**src/rtl/irqc_pkg.sv**
```systemverilog
package irqc_pkg;

  // Source selected by the arbiter in a given cycle
  typedef enum logic [1:0] {
    SRC_NONE  = 2'd0,
    SRC_PIN   = 2'd1,
    SRC_TIMER = 2'd2
  } irq_src_e;

endpackage

```
**src/rtl/irqc_rst_sync.sv**
```systemverilog
module irqc_rst_sync #(
  parameter int STAGES = 2
) (
  input  logic clk,
  input  logic rst_n,
  output logic rst_n_sync_o
);

  logic [STAGES-1:0] chain_q;
  logic [STAGES-1:0] chain_d;

  always_comb begin
    chain_d = {chain_q[STAGES-2:0], 1'b1};
  end

  always_ff @(posedge clk or negedge rst_n) begin
    if (!rst_n) begin
      chain_q <= '0;
    end else begin
      chain_q <= chain_d;
    end
  end

  assign rst_n_sync_o = chain_q[STAGES-1];

endmodule

```
**src/rtl/irqc_pin_unit.sv**
```systemverilog
module irqc_pin_unit #(
  parameter int SYNC_STAGES = 2
) (
  input  logic clk,
  input  logic rst_n,
  input  logic pin_i,
  input  logic mask_clr_i,
  output logic level_o,
  output logic mask_o,
  output logic rise_o
);

  logic [SYNC_STAGES-1:0] sync_q;
  logic [SYNC_STAGES-1:0] sync_d;
  logic                   prev_q;
  logic                   prev_d;
  logic                   mask_q;
  logic                   mask_d;
  logic                   level;
  logic                   rise;

  // Synchronizer chain: stage 0 samples the pin
  always_comb begin
    sync_d[0] = pin_i;
  end

  generate
    for (genvar s = 1; s < SYNC_STAGES; s++) begin : g_sync
      always_comb begin
        sync_d[s] = sync_q[s-1];
      end
    end
  endgenerate

  assign level = sync_q[SYNC_STAGES-1];

  // Leading-edge pulse only while the pin is unmasked
  always_comb begin
    rise   = level & ~prev_q & ~mask_q;
    prev_d = level;
    mask_d = rise | (mask_q & ~mask_clr_i);
  end

  always_ff @(posedge clk or negedge rst_n) begin
    if (!rst_n) begin
      sync_q <= '0;
      prev_q <= 1'b0;
      mask_q <= 1'b1;
    end else begin
      sync_q <= sync_d;
      prev_q <= prev_d;
      mask_q <= mask_d;
    end
  end

  assign level_o = level;
  assign mask_o  = mask_q;
  assign rise_o  = rise;

  // The edge that raises a request also arms the mask
  assert_mask_on_edge_R2: assert property (@(posedge clk) disable iff (!rst_n)
    rise |=> mask_q);

  // A set mask only leaves through a clear pulse
  assert_mask_hold_R3: assert property (@(posedge clk) disable iff (!rst_n)
    (mask_q && !mask_clr_i) |=> mask_q);

endmodule

```
**src/rtl/irqc_req_latch.sv**
```systemverilog
module irqc_req_latch (
  input  logic clk,
  input  logic rst_n,
  input  logic set_i,
  input  logic clr_i,
  output logic pend_o
);

  logic pend_q;
  logic pend_d;

  // A new request in the serving cycle wins over the clear
  always_comb begin
    pend_d = set_i | (pend_q & ~clr_i);
  end

  always_ff @(posedge clk or negedge rst_n) begin
    if (!rst_n) begin
      pend_q <= 1'b0;
    end else begin
      pend_q <= pend_d;
    end
  end

  assign pend_o = pend_q;

endmodule

```
**src/rtl/irqc_entry_ctrl.sv**
```systemverilog
module irqc_entry_ctrl
  import irqc_pkg::*;
#(
  parameter int PAGE_W    = 4,
  parameter int OFS_W     = 6,
  parameter int PIN_PAGE  = 1,
  parameter int TMR_PAGE  = 0,
  localparam int VEC_W    = PAGE_W + OFS_W
) (
  input  logic             clk,
  input  logic             rst_n,
  input  logic             pin_pend_i,
  input  logic             tmr_pend_i,
  input  logic             ret_i,
  input  logic             ie_set_i,
  output logic             take_o,
  output logic             clr_pin_o,
  output logic             clr_tmr_o,
  output logic             ie_o,
  output logic [VEC_W-1:0] vec_o
);

  localparam logic [PAGE_W-1:0] PIN_PG = PIN_PAGE[PAGE_W-1:0];
  localparam logic [PAGE_W-1:0] TMR_PG = TMR_PAGE[PAGE_W-1:0];
  localparam logic [VEC_W-1:0]  PIN_VEC = {PIN_PG, {OFS_W{1'b1}}};
  localparam logic [VEC_W-1:0]  TMR_VEC = {TMR_PG, {OFS_W{1'b1}}};

  logic     ie_q;
  logic     ie_d;
  logic     take;
  irq_src_e src;

  // Fixed priority: pin source ahead of timer
  always_comb begin
    if (pin_pend_i) begin
      src = SRC_PIN;
    end else if (tmr_pend_i) begin
      src = SRC_TIMER;
    end else begin
      src = SRC_NONE;
    end
  end

  always_comb begin
    take      = ie_q & (src != SRC_NONE);
    clr_pin_o = take & (src == SRC_PIN);
    clr_tmr_o = take & (src == SRC_TIMER);
    vec_o     = (src == SRC_PIN) ? PIN_VEC : TMR_VEC;
  end

  // Entry drops the enable; return or software write restores it
  always_comb begin
    ie_d = ie_q;
    if (take) begin
      ie_d = 1'b0;
    end else if (ret_i || ie_set_i) begin
      ie_d = 1'b1;
    end
  end

  always_ff @(posedge clk or negedge rst_n) begin
    if (!rst_n) begin
      ie_q <= 1'b0;
    end else begin
      ie_q <= ie_d;
    end
  end

  assign take_o = take;
  assign ie_o   = ie_q;

  assert_entry_drops_ie_R5: assert property (@(posedge clk) disable iff (!rst_n)
    take |=> !ie_q);

  assert_return_sets_ie_R9: assert property (@(posedge clk) disable iff (!rst_n)
    ((ret_i || ie_set_i) && !take) |=> ie_q);

  assert_no_entry_disabled_R5: assert property (@(posedge clk) disable iff (!rst_n)
    !ie_q |-> !take);

endmodule

```
**src/rtl/prio_irq_ctrl.sv**
```systemverilog
module prio_irq_ctrl #(
  parameter int NPINS       = 2,
  parameter int SYNC_STAGES = 2,
  parameter int RST_STAGES  = 2,
  parameter int PAGE_W      = 4,
  parameter int OFS_W       = 6,
  localparam int VEC_W      = PAGE_W + OFS_W
) (
  input  logic             clk,
  input  logic             rst_n,
  input  logic [NPINS-1:0] ext_pin_i,
  input  logic             timer_req_i,
  input  logic             ret_i,
  input  logic             ie_set_i,
  input  logic [NPINS-1:0] mask_clr_i,
  output logic             take_o,
  output logic [VEC_W-1:0] vec_o,
  output logic             ie_o,
  output logic [NPINS-1:0] mask_o,
  output logic [NPINS-1:0] pin_lvl_o
);

  logic             rst_n_s;
  logic [NPINS-1:0] rise;
  logic             any_rise;
  logic             pin_pend;
  logic             tmr_pend;
  logic             clr_pin;
  logic             clr_tmr;
  logic             take;

  irqc_rst_sync #(.STAGES(RST_STAGES)) i_rst_sync (
    .clk          (clk),
    .rst_n        (rst_n),
    .rst_n_sync_o (rst_n_s)
  );

  generate
    for (genvar p = 0; p < NPINS; p++) begin : g_pin
      irqc_pin_unit #(.SYNC_STAGES(SYNC_STAGES)) i_pin (
        .clk        (clk),
        .rst_n      (rst_n_s),
        .pin_i      (ext_pin_i[p]),
        .mask_clr_i (mask_clr_i[p]),
        .level_o    (pin_lvl_o[p]),
        .mask_o     (mask_o[p]),
        .rise_o     (rise[p])
      );
    end
  endgenerate

  assign any_rise = |rise;

  irqc_req_latch i_pin_latch (
    .clk    (clk),
    .rst_n  (rst_n_s),
    .set_i  (any_rise),
    .clr_i  (clr_pin),
    .pend_o (pin_pend)
  );

  irqc_req_latch i_tmr_latch (
    .clk    (clk),
    .rst_n  (rst_n_s),
    .set_i  (timer_req_i),
    .clr_i  (clr_tmr),
    .pend_o (tmr_pend)
  );

  irqc_entry_ctrl #(
    .PAGE_W   (PAGE_W),
    .OFS_W    (OFS_W),
    .PIN_PAGE (1),
    .TMR_PAGE (0)
  ) i_entry (
    .clk        (clk),
    .rst_n      (rst_n_s),
    .pin_pend_i (pin_pend),
    .tmr_pend_i (tmr_pend),
    .ret_i      (ret_i),
    .ie_set_i   (ie_set_i),
    .take_o     (take),
    .clr_pin_o  (clr_pin),
    .clr_tmr_o  (clr_tmr),
    .ie_o       (ie_o),
    .vec_o      (vec_o)
  );

  assign take_o = take;

  // Lost arbitration keeps the timer request
  assert_timer_waits_R7: assert property (@(posedge clk) disable iff (!rst_n_s)
    (pin_pend && tmr_pend && take) |=> tmr_pend);

  // Disabled state holds a pending pin request
  assert_hold_disabled_R6: assert property (@(posedge clk) disable iff (!rst_n_s)
    (!ie_o && pin_pend) |=> pin_pend);

  assert_timer_capture_R11: assert property (@(posedge clk) disable iff (!rst_n_s)
    timer_req_i |=> tmr_pend);

  assert_pin_capture_R2: assert property (@(posedge clk) disable iff (!rst_n_s)
    any_rise |=> pin_pend);

endmodule

```
**config.mk**
```make
export PLATFORM = sky130hd
export DESIGN_NAME = prio_irq_ctrl
export DESIGN_NICKNAME = d
export VERILOG_FILES = /design/src/rtl/irqc_pkg.sv /design/src/rtl/irqc_rst_sync.sv /design/src/rtl/irqc_pin_unit.sv /design/src/rtl/irqc_req_latch.sv /design/src/rtl/irqc_entry_ctrl.sv /design/src/rtl/prio_irq_ctrl.sv
export SDC_FILE = /design/constraint.sdc
export NUM_CORES = 1
export LEC_CHECK = 0
export BUFFER_PORTS_ARGS = -buffer_cell sky130_fd_sc_hd__buf_2
export CAP_MARGIN = 10
export CORE_AREA = 3 3 40 42
export DETAILED_ROUTE_END_ITERATION = 16
export DIE_AREA = 0 0 43 45
export PLACE_DENSITY_LB_ADDON = 0.25
export SLEW_MARGIN = 20
export SYNTH_ARGS = -nofsm -noshare
export SYNTH_HDL_FRONTEND = slang
export SYNTH_HIERARCHICAL = 1
export SYNTH_SLANG_ARGS = --single-unit
```
**constraint.sdc**
```tcl
create_clock -name clk -period 0.8 [get_ports clk]
set_clock_uncertainty 0.05 [all_clocks]
set_input_delay 0.04 -clock clk [delete_from_list [all_inputs] [get_ports clk]]
set_output_delay 0.04 -clock clk [all_outputs]
set_load 0.005 [all_outputs]
```
---- Yosys cells after proc, flatten, opt, wreduce, memory -nomap -nowiden ----
Cells that the tools add are included.
operators by class
  equality and inequality tests ........... 2
  muxes and demuxes ....................... 5
  bitwise operators ....................... 23
  reduce and logical (&&, ||, !) cells .... 4
operators with widths
  kind                                                 count
  AND 1 bit                                            11
  NOT 1 bit                                            8
  two-way mux 7 bit                                    1
  two-way mux 2 bit                                    2
  OR 1 bit                                             4
  nonzero test 2 bit                                   2
  equality test 2 x 1 -> 1 bit, second input constant  1
  equality test 2 bit, second input constant           1
  two-way mux 1 bit                                    2
  OR reduction 2 bit                                   1
  logical OR 1 bit                                     1
storage, ports and cells
  flip-flop bits (word level) ............. 13
  input bits .............................. 9
  logic and storage cells ................. 44

---- Depth between registers and ports, before layout ----
Gate-level depths: netlist of the first run.
  depth after elaboration ................. 8
  mapped depth ............................ 3
  gate-level depth less buffers ........... 3

---- Hierarchy ----
Netlist of the first run, hierarchy kept.
by module, submodules not included
  module           times used  cells an instance  area each (um^2)  sequential area each (um^2)
  irqc_pin_unit    2           7                  125.1             101.3
  irqc_entry_ctrl  1           18                 137.6             25.0
  irqc_req_latch   2           3                  36.3              25.0
  irqc_rst_sync    1           3                  53.8              50.0
  prio_irq_ctrl    1           1                  6.3               0.0

---- Worst setup path before layout of the first run ----
OpenSTA, ideal clock, no wires.
  path type ............................... flip-flop to flip-flop
  start ................................... register g_pin[1].i_pin.mask_q
  end ..................................... register i_pin_latch.pend_q, in the netlist i_pin_latch/pend_o
  library setup time ...................... 0.118 ns
  arrival time ............................ 0.930 ns
  required time ........................... 0.632 ns
  setup slack ............................. -0.298 ns
  cell stages (with the launch flop) ...... 4
  buffers on the path ..................... 0
  cells stage by stage .................... dfstp_2 -> nor3b_2 -> or2_1 -> a21o_1
on the way
  cells in the longest elaborated chain, start to end .. 4
ends and longest elaborated chain
  element                   RTL line              source
  start: declaration        irqc_pin_unit.sv:17   logic mask_q;
  start signal: assignment  irqc_pin_unit.sv:52   mask_q <= mask_d;
  NOT 1 bit                 irqc_pin_unit.sv:39   rise = level & ~prev_q & ~mask_q;
  AND 1 bit                 irqc_pin_unit.sv:39
  net rise[1]               prio_irq_ctrl.sv:24   logic [NPINS-1:0] rise;
  OR reduction 2 bit        prio_irq_ctrl.sv:52   assign any_rise = |rise;
  net any_rise              prio_irq_ctrl.sv:25   logic any_rise;
  OR 1 bit                  irqc_req_latch.sv:14  pend_d = set_i | (pend_q & ~clr_i);
  net i_pin_latch.pend_d    irqc_req_latch.sv:10  logic pend_d;
  end signal: assignment    irqc_req_latch.sv:21  pend_q <= pend_d;
  end: declaration          irqc_req_latch.sv:9   logic pend_q;
The timed path passes the listed nets, and every way through them passes these cells.
A chain may end at the register's enable or synchronous reset.

---- Final worst setup path of the first run ----
Same ends and word-level chain as after synthesis.

==> results.py, run 1 <==
metrics = {
    "pwr": {
        "p_leak_nw": 0.4300,
        "p_per_area_nw_per_um2": 2310,
        "ir_drop_uv": 1020,
        "total_power_mw": 1.902,
    },
    "routing": {
        "ant_nets": 0,
        "vias_per_cell": 4.054,
        "drt_pass1_iterations": 2,
        "initialDrtViolationCount": 2,
        "wirelength_um": 869,
        "routedWlPerCell_um": 9.446,
        "post-route-drc-count": 0,
        "vias": 373,
    },
    "synthesis": {
        "yosysMostFrequentCell": "dfrtp_1",
        "syn_inst": 42,
        "ys_types": 14,
        "synthTopCellsByCount": "11 x dfrtp_1, 9 x buf_4, 4 x a21o_1, 4 x inv_1, 3 x conb_1",
        "synth_top_cell_area_share": 0.5288,
        "syn_avg_cell_area_um2": 12.39,
        "syn_area_um2": 520.5,
        "ys.flop_type": "dfrtp_1",
        "ys_seq_area_frac": 0.6298,
        "synthTopCellsByArea": "dfrtp_1 53%, buf_4 13%, dfstp_2 10%",
        "synth_top_cell_by_area": "dfrtp_1",
        "yosysWarnings": 6,
        "yosys_register_bits": 13,
        "synthArstFlopShare": 1.000,
        "synth_edf_count": 0,
    },
    "critical_path": {
        "r2r-end": "i_pin_latch/pend_o$_DFF_PN0_",
        "slowest_stage": "dfstp_2",
        "cp.arrival_ns": 1.21,
        "startpoint": "g_pin[1].i_pin/mask_o$_DFF_PN1_",
        "r2r_setup_slack_ns": -0.30,
        "worstPathRequired_ns": 0.91,
        "reg2regPathDepth": 3,
        "critPathBufInv": 0,
        "cp_num_cells": 3,
        "crit_chain": "nor3b_2, or2_1, a21o_1",
        "criticalPathCategory": "flip-flop to flip-flop",
        "crit_end": "i_pin_latch/pend_o$_DFF_PN0_",
        "end_kind": "flip-flop",
        "cpLargestDelayFamily": "flip-flops",
        "critPathMaxStageDelay_ns": 0.54,
        "reg2reg_from": "g_pin[1].i_pin/mask_o$_DFF_PN1_",
        "start_kind": "flip-flop",
        "cp_max_fo": 2,
    },
    "sta": {
        "hold_ws_ns": 0.02978,
        "rsz0062_at_grt": "yes",
        "setup_viol": 12,
        "setup_ws_ns": -0.3030,
        "fmax_mhz": 906.6,
        "drv_slew": 0,
        "period_minus_slack_ns": 1.103,
        "fin_tns_setup_ns": -2.448,
        "hold_violations": 0,
        "fin_crit_sh": 1.379,
    },
    "floorplan": {
        "ios": 25,
        "die_area_um2": 1935,
        "die_h_um": 45,
        "core.rowCount": 13,
        "chipWidth_um": 43,
        "coreArea_um2": 1285,
        "initial_utilization": 0.4051,
    },
    "clocking": {
        "cts_tree": "done",
        "numClockSinks": 13,
        "numCtsBuffers": 3,
        "cts_root_buf": "clkbuf_4",
        "path_clk_slew_ns": 0.07,
        "clockBufferDepth": 2,
        "clk_latency_ns": 0.26,
        "htreeDepth": 1,
    },
    "job": {
        "drv_cap": 0,
    },
    "placement": {
        "dp_hpwl_um": 554.2,
        "dp_slack_ns": -0.2942,
        "io_buffers": 15,
        "gp_congestion": 0.5888,
    },
    "grt": {
        "grt_pass1_wl_um": 1497,
        "grt_max_degree": 12,
        "gr-total-overflow": 0,
        "grt.total_usage": 0.1121,
        "grt_pass1_vias": 366,
        "antenna_found_initial": 0,
    },
    "min_path": {
        "hold_path.class": "input port to asynchronous set/reset pin",
    },
    "run_status": {
        "violations": "negative setup slack",
        "status": "finished, violations left",
    },
    "finish": {
        "syn_to_final_growth_pct": 58.17,
        "nets": 87,
        "n_antenna_cell": 0,
        "drive_above_1_share": 0.4805,
    },
}
[metrics by stage]
step | utilization | instance area, um^2 | cells
floorplan | - | 546.8 | 49
global placement | 0.4839 | 621.8 | 76
detailed placement | 0.4839 | 621.8 | 76
CTS | 0.6329 | 813.3 | 92
global route | 0.6407 | 823.3 | 92
finish | 0.6407 | 823.3 | 92
[state kept, by name, indices dropped and copies added (netlist names)]
register and cells:
i_pin_latch/pend_o 1, i_rst_sync/chain_q 2, g_pin.i_pin/prev_q 2, g_pin.i_pin/mask_o 2, i_entry/ie_o 1, g_pin.i_pin/sync_q 4, i_tmr_latch/pend_o 1
[metal layers]
layer,track usage,vias to the layer above,share of wire
met5,0,-,0
met2,0.1677,16,0.51
met3,0.04382,2,0.10
met4,0.1084,0,0.010
met1,0.1202,172,0.38
li1,-,183,-
[area by class of cell]
cell class / count / area [um^2]
Tap cell: 15 / 18.77
Sequential cell: 13 / 327.8
Fill cell: 114 / 461.7
Timing Repair Buffer: 34 / 291.5
Multi-Input combinational cell: 22 / 143.9
Inverter: 4 / 15.01
Clock buffer: 4 / 26.28
[what timing repair did]
item | CTS | global route
endpoints found under the setup margin | 12 | 12
hold endpoints to repair | 8 | 0
resized for setup | 11 | 3
pin swaps | 2 | 1
buffers inserted | 4 | 0
hold buffers | 8 | 0
[cells by family after synthesis]
kind of cell           Yosys count  share of synthesized area
AND/OR/NAND/NOR                  7                     0.1106
buffers and inverters           14                     0.1658
AO/OA/AOI/OAI                    5                    0.07212
other                            3                    0.02163
flip-flops                      13                     0.6298
[where the power goes]
| group | total [mW] | switching [mW] | internal, mW |
|---|---|---|---|
| Combinational | 0.675 | 0.220 | 0.455 |
| Clock | 0.377 | 0.184 | 0.193 |
| Sequential | 0.850 | 0.0847 | 0.765 |
| Total | 1.90 | 0.488 | 1.41 |
[layout by cell type (no fill, tap or decap), drive strengths merged]
cell          n
a21o          4
and2          1
and3b         1
buf          26
clkbuf        4
conb         10
dfrtp        11
dfstp         2
dlygate4sd3   8
inv           4
nor2          1
nor3          1
nor3b         2
o21a          1
or2           1
[worst register-to-register path, cell delays in order, from the launching register on]
cell     delay, ns
dfstp_2       0.54
nor3b_2       0.04
or2_1         0.22
a21o_1        0.15
[worst min-delay path by stage]
| stage | startpoint | end | slack, ns | cells after the start |
|---|---|---|---|---|
| finish | rst_n | i_rst_sync/chain_q[0]$_DFF_PN0_ | 0.03 | 2 |
| CTS | rst_n | i_rst_sync/chain_q[0]$_DFF_PN0_ | 0.009 | 2 |
| detailed placement | rst_n | i_rst_sync/chain_q[0]$_DFF_PN0_ | -0.22 | 1 |
| global placement | rst_n | i_rst_sync/chain_q[0]$_DFF_PN0_ | -0.22 | 1 |
| global route | rst_n | i_rst_sync/chain_q[0]$_DFF_PN0_ | 0.04 | 2 |
| floorplan | rst_n | i_rst_sync/chain_q[0]$_DFF_PN0_ | -0.31 | 0 |
(Power assumes the default switching activity.)
==> run 2: changes to the inputs <==
- CORE_AREA: 3 3 40 42 -> 4 4 41 43
- DIE_AREA: 0 0 43 45 -> 0 0 45 47
==> run 2 against run 1 <==
Compared with the run above: the run still ends with negative setup slack left; total power down 5.8%; final cell count down 3.3%; sequential share of layout area up 1.8 points; maximum frequency about the same; die area up 9.3%; non-clock buffer count down 3; global-route usage down 0.39 points; clock power up 3%; register-to-register slack about the same; largest power group unchanged; highest routed layer unchanged.
==> results.py, run 2 (same netlist as run 1, synthesis figures left out) <==
metrics = {
    "run_status": {
        "status": "finished, violations left",
        "violations": "negative setup slack",
    },
    "pwr": {
        "ir_drop_uv": 1212,
        "p_leak_nw": 0.4126,
        "p_per_area_nw_per_um2": 2273,
    },
    "sta": {
        "setup_ws_ns": -0.3039,
        "drv_slew": 0,
        "rsz0062_at_grt": "yes",
        "period_minus_slack_ns": 1.104,
        "hold_ws_ns": 0.02275,
        "fin_tns_setup_ns": -2.338,
        "fmax_mhz": 905.9,
        "fin_crit_sh": 1.380,
        "hold_violations": 0,
        "setup_viol": 12,
    },
    "critical_path": {
        "r2r_setup_slack_ns": -0.30,
        "crit_chain": "nor3b_2, or2_1, a21o_1",
        "start_kind": "flip-flop",
        "cp_max_fo": 2,
        "cpLargestDelayFamily": "flip-flops",
        "criticalPathCategory": "flip-flop to flip-flop",
        "cp.arrival_ns": 1.22,
        "critPathBufInv": 0,
        "critPathMaxStageDelay_ns": 0.55,
        "end_kind": "flip-flop",
        "worstPathRequired_ns": 0.92,
        "slowest_stage": "dfstp_2",
    },
    "grt": {
        "grt.total_usage": 0.1082,
        "gr-total-overflow": 0,
        "grt_max_degree": 12,
        "grt_pass1_wl_um": 1593,
        "grt_pass1_vias": 383,
        "antenna_found_initial": 0,
    },
    "finish": {
        "multiInputGateArea_um2": 137.6,
        "mostFrequentLayoutCells": "11 x dfrtp_1, 10 x conb_1, 10 x buf_2",
        "seqCellArea_um2": 327.8,
        "syn_to_final_growth_pct": 51.44,
        "largest_register_ff_count": 4,
        "design_area_um2": 788.3,
        "drive_above_1_share": 0.4730,
        "top_register": "g_pin.i_pin/sync_q",
        "final.fill_count": 113,
        "final_common_cell": "dfrtp_1",
        "n_antenna_cell": 0,
        "nets": 84,
    },
    "placement": {
        "postPlaceCellArea_um2": 621.8,
        "io_buffers": 15,
        "dp_hpwl_um": 593.4,
        "gp_congestion": 0.6023,
        "dp_slack_ns": -0.2958,
    },
    "job": {
        "drv_cap": 0,
    },
    "clocking": {
        "cts_tree": "done",
        "numClockSinks": 13,
        "clockBufferDepth": 2,
        "cts_root_buf": "clkbuf_4",
        "htreeDepth": 1,
        "numCtsBuffers": 3,
        "clk_latency_ns": 0.27,
        "path_clk_slew_ns": 0.08,
    },
    "routing": {
        "post-route-drc-count": 0,
        "vias_per_cell": 4.146,
        "initialDrtViolationCount": 3,
        "drt_pass1_iterations": 2,
        "vias": 369,
        "routedWlPerCell_um": 9.573,
        "wirelength_um": 852,
        "ant_nets": 0,
    },
    "floorplan": {
        "die_area_um2": 2115,
        "die_h_um": 47,
        "chipWidth_um": 45,
        "ios": 25,
        "initial_utilization": 0.4000,
        "coreArea_um2": 1301,
        "core.rowCount": 13,
    },
    "min_path": {
        "hold_path.class": "input port to asynchronous set/reset pin",
    },
}
-- run 2: power by group --
group          internal (mW)  total (mW)  switching (mW)  leakage (nW)
Clock                  0.185       0.390           0.205        0.0177
Sequential             0.765       0.854          0.0890         0.147
Combinational          0.362       0.548           0.186         0.248
-- run 2: layout make-up --
type                            count  share of cell area
Timing Repair Buffer               31              0.3317
Multi-Input combinational cell     22              0.1746
Clock buffer                        3             0.02857
Clock inverter                      1            0.006349
Tap cell                           15             0.02381
Inverter                            4             0.01905
Sequential cell                    13              0.4159
-- run 2: per-stage QoR --
stage | cells | util | power (mW)
finish | 89 | 0.6058 | 1.792
global route | 89 | 0.6058 | 1.916
CTS | 89 | 0.6058 | 1.808
detailed placement | 76 | 0.4779 | 1.264
global placement | 76 | 0.4779 | 1.254
floorplan | 49 | - | 1.089
-- run 2: timing repair --
action,in CTS,in global routing
pin swaps,1,1
buffers inserted,1,0
setup endpoints to repair,12,12
hold buffers,8,0
endpoints found under the hold margin,8,0
resized for setup,10,1
-- run 2: worst reg2reg max path, cell delays in order (launching register included) --
cell and delay, ns:
dfstp_2 0.55, nor3b_2 0.05, or2_1 0.20, a21o_1 0.15
-- run 2: worst paths after layout --
kind	start	end	depth (start not counted)
max reg2reg	g_pin[0].i_pin/mask_o$_DFF_PN1_	i_pin_latch/pend_o$_DFF_PN0_	3
min in group clk	i_rst_sync/chain_q[0]$_DFF_PN0_	i_rst_sync/chain_q[1]$_DFF_PN0_	0
max in group asynchronous	i_rst_sync/chain_q[1]$_DFF_PN0_	g_pin[0].i_pin/mask_o$_DFF_PN1_	1
min reg2reg	i_rst_sync/chain_q[1]$_DFF_PN0_	i_entry/ie_o$_DFFE_PN0P_	1
min	rst_n	i_rst_sync/chain_q[0]$_DFF_PN0_	2
max	g_pin[0].i_pin/mask_o$_DFF_PN1_	i_pin_latch/pend_o$_DFF_PN0_	3
-- run 2: metal layers --
layer  vias to the layer above  share of wire  GRT usage
li1                        176              -          -
met1                       176           0.40     0.1262
met2                        15           0.49     0.1638
met3                         2          0.092    0.03448
met4                         0          0.014    0.08772
met5                         -              0          0
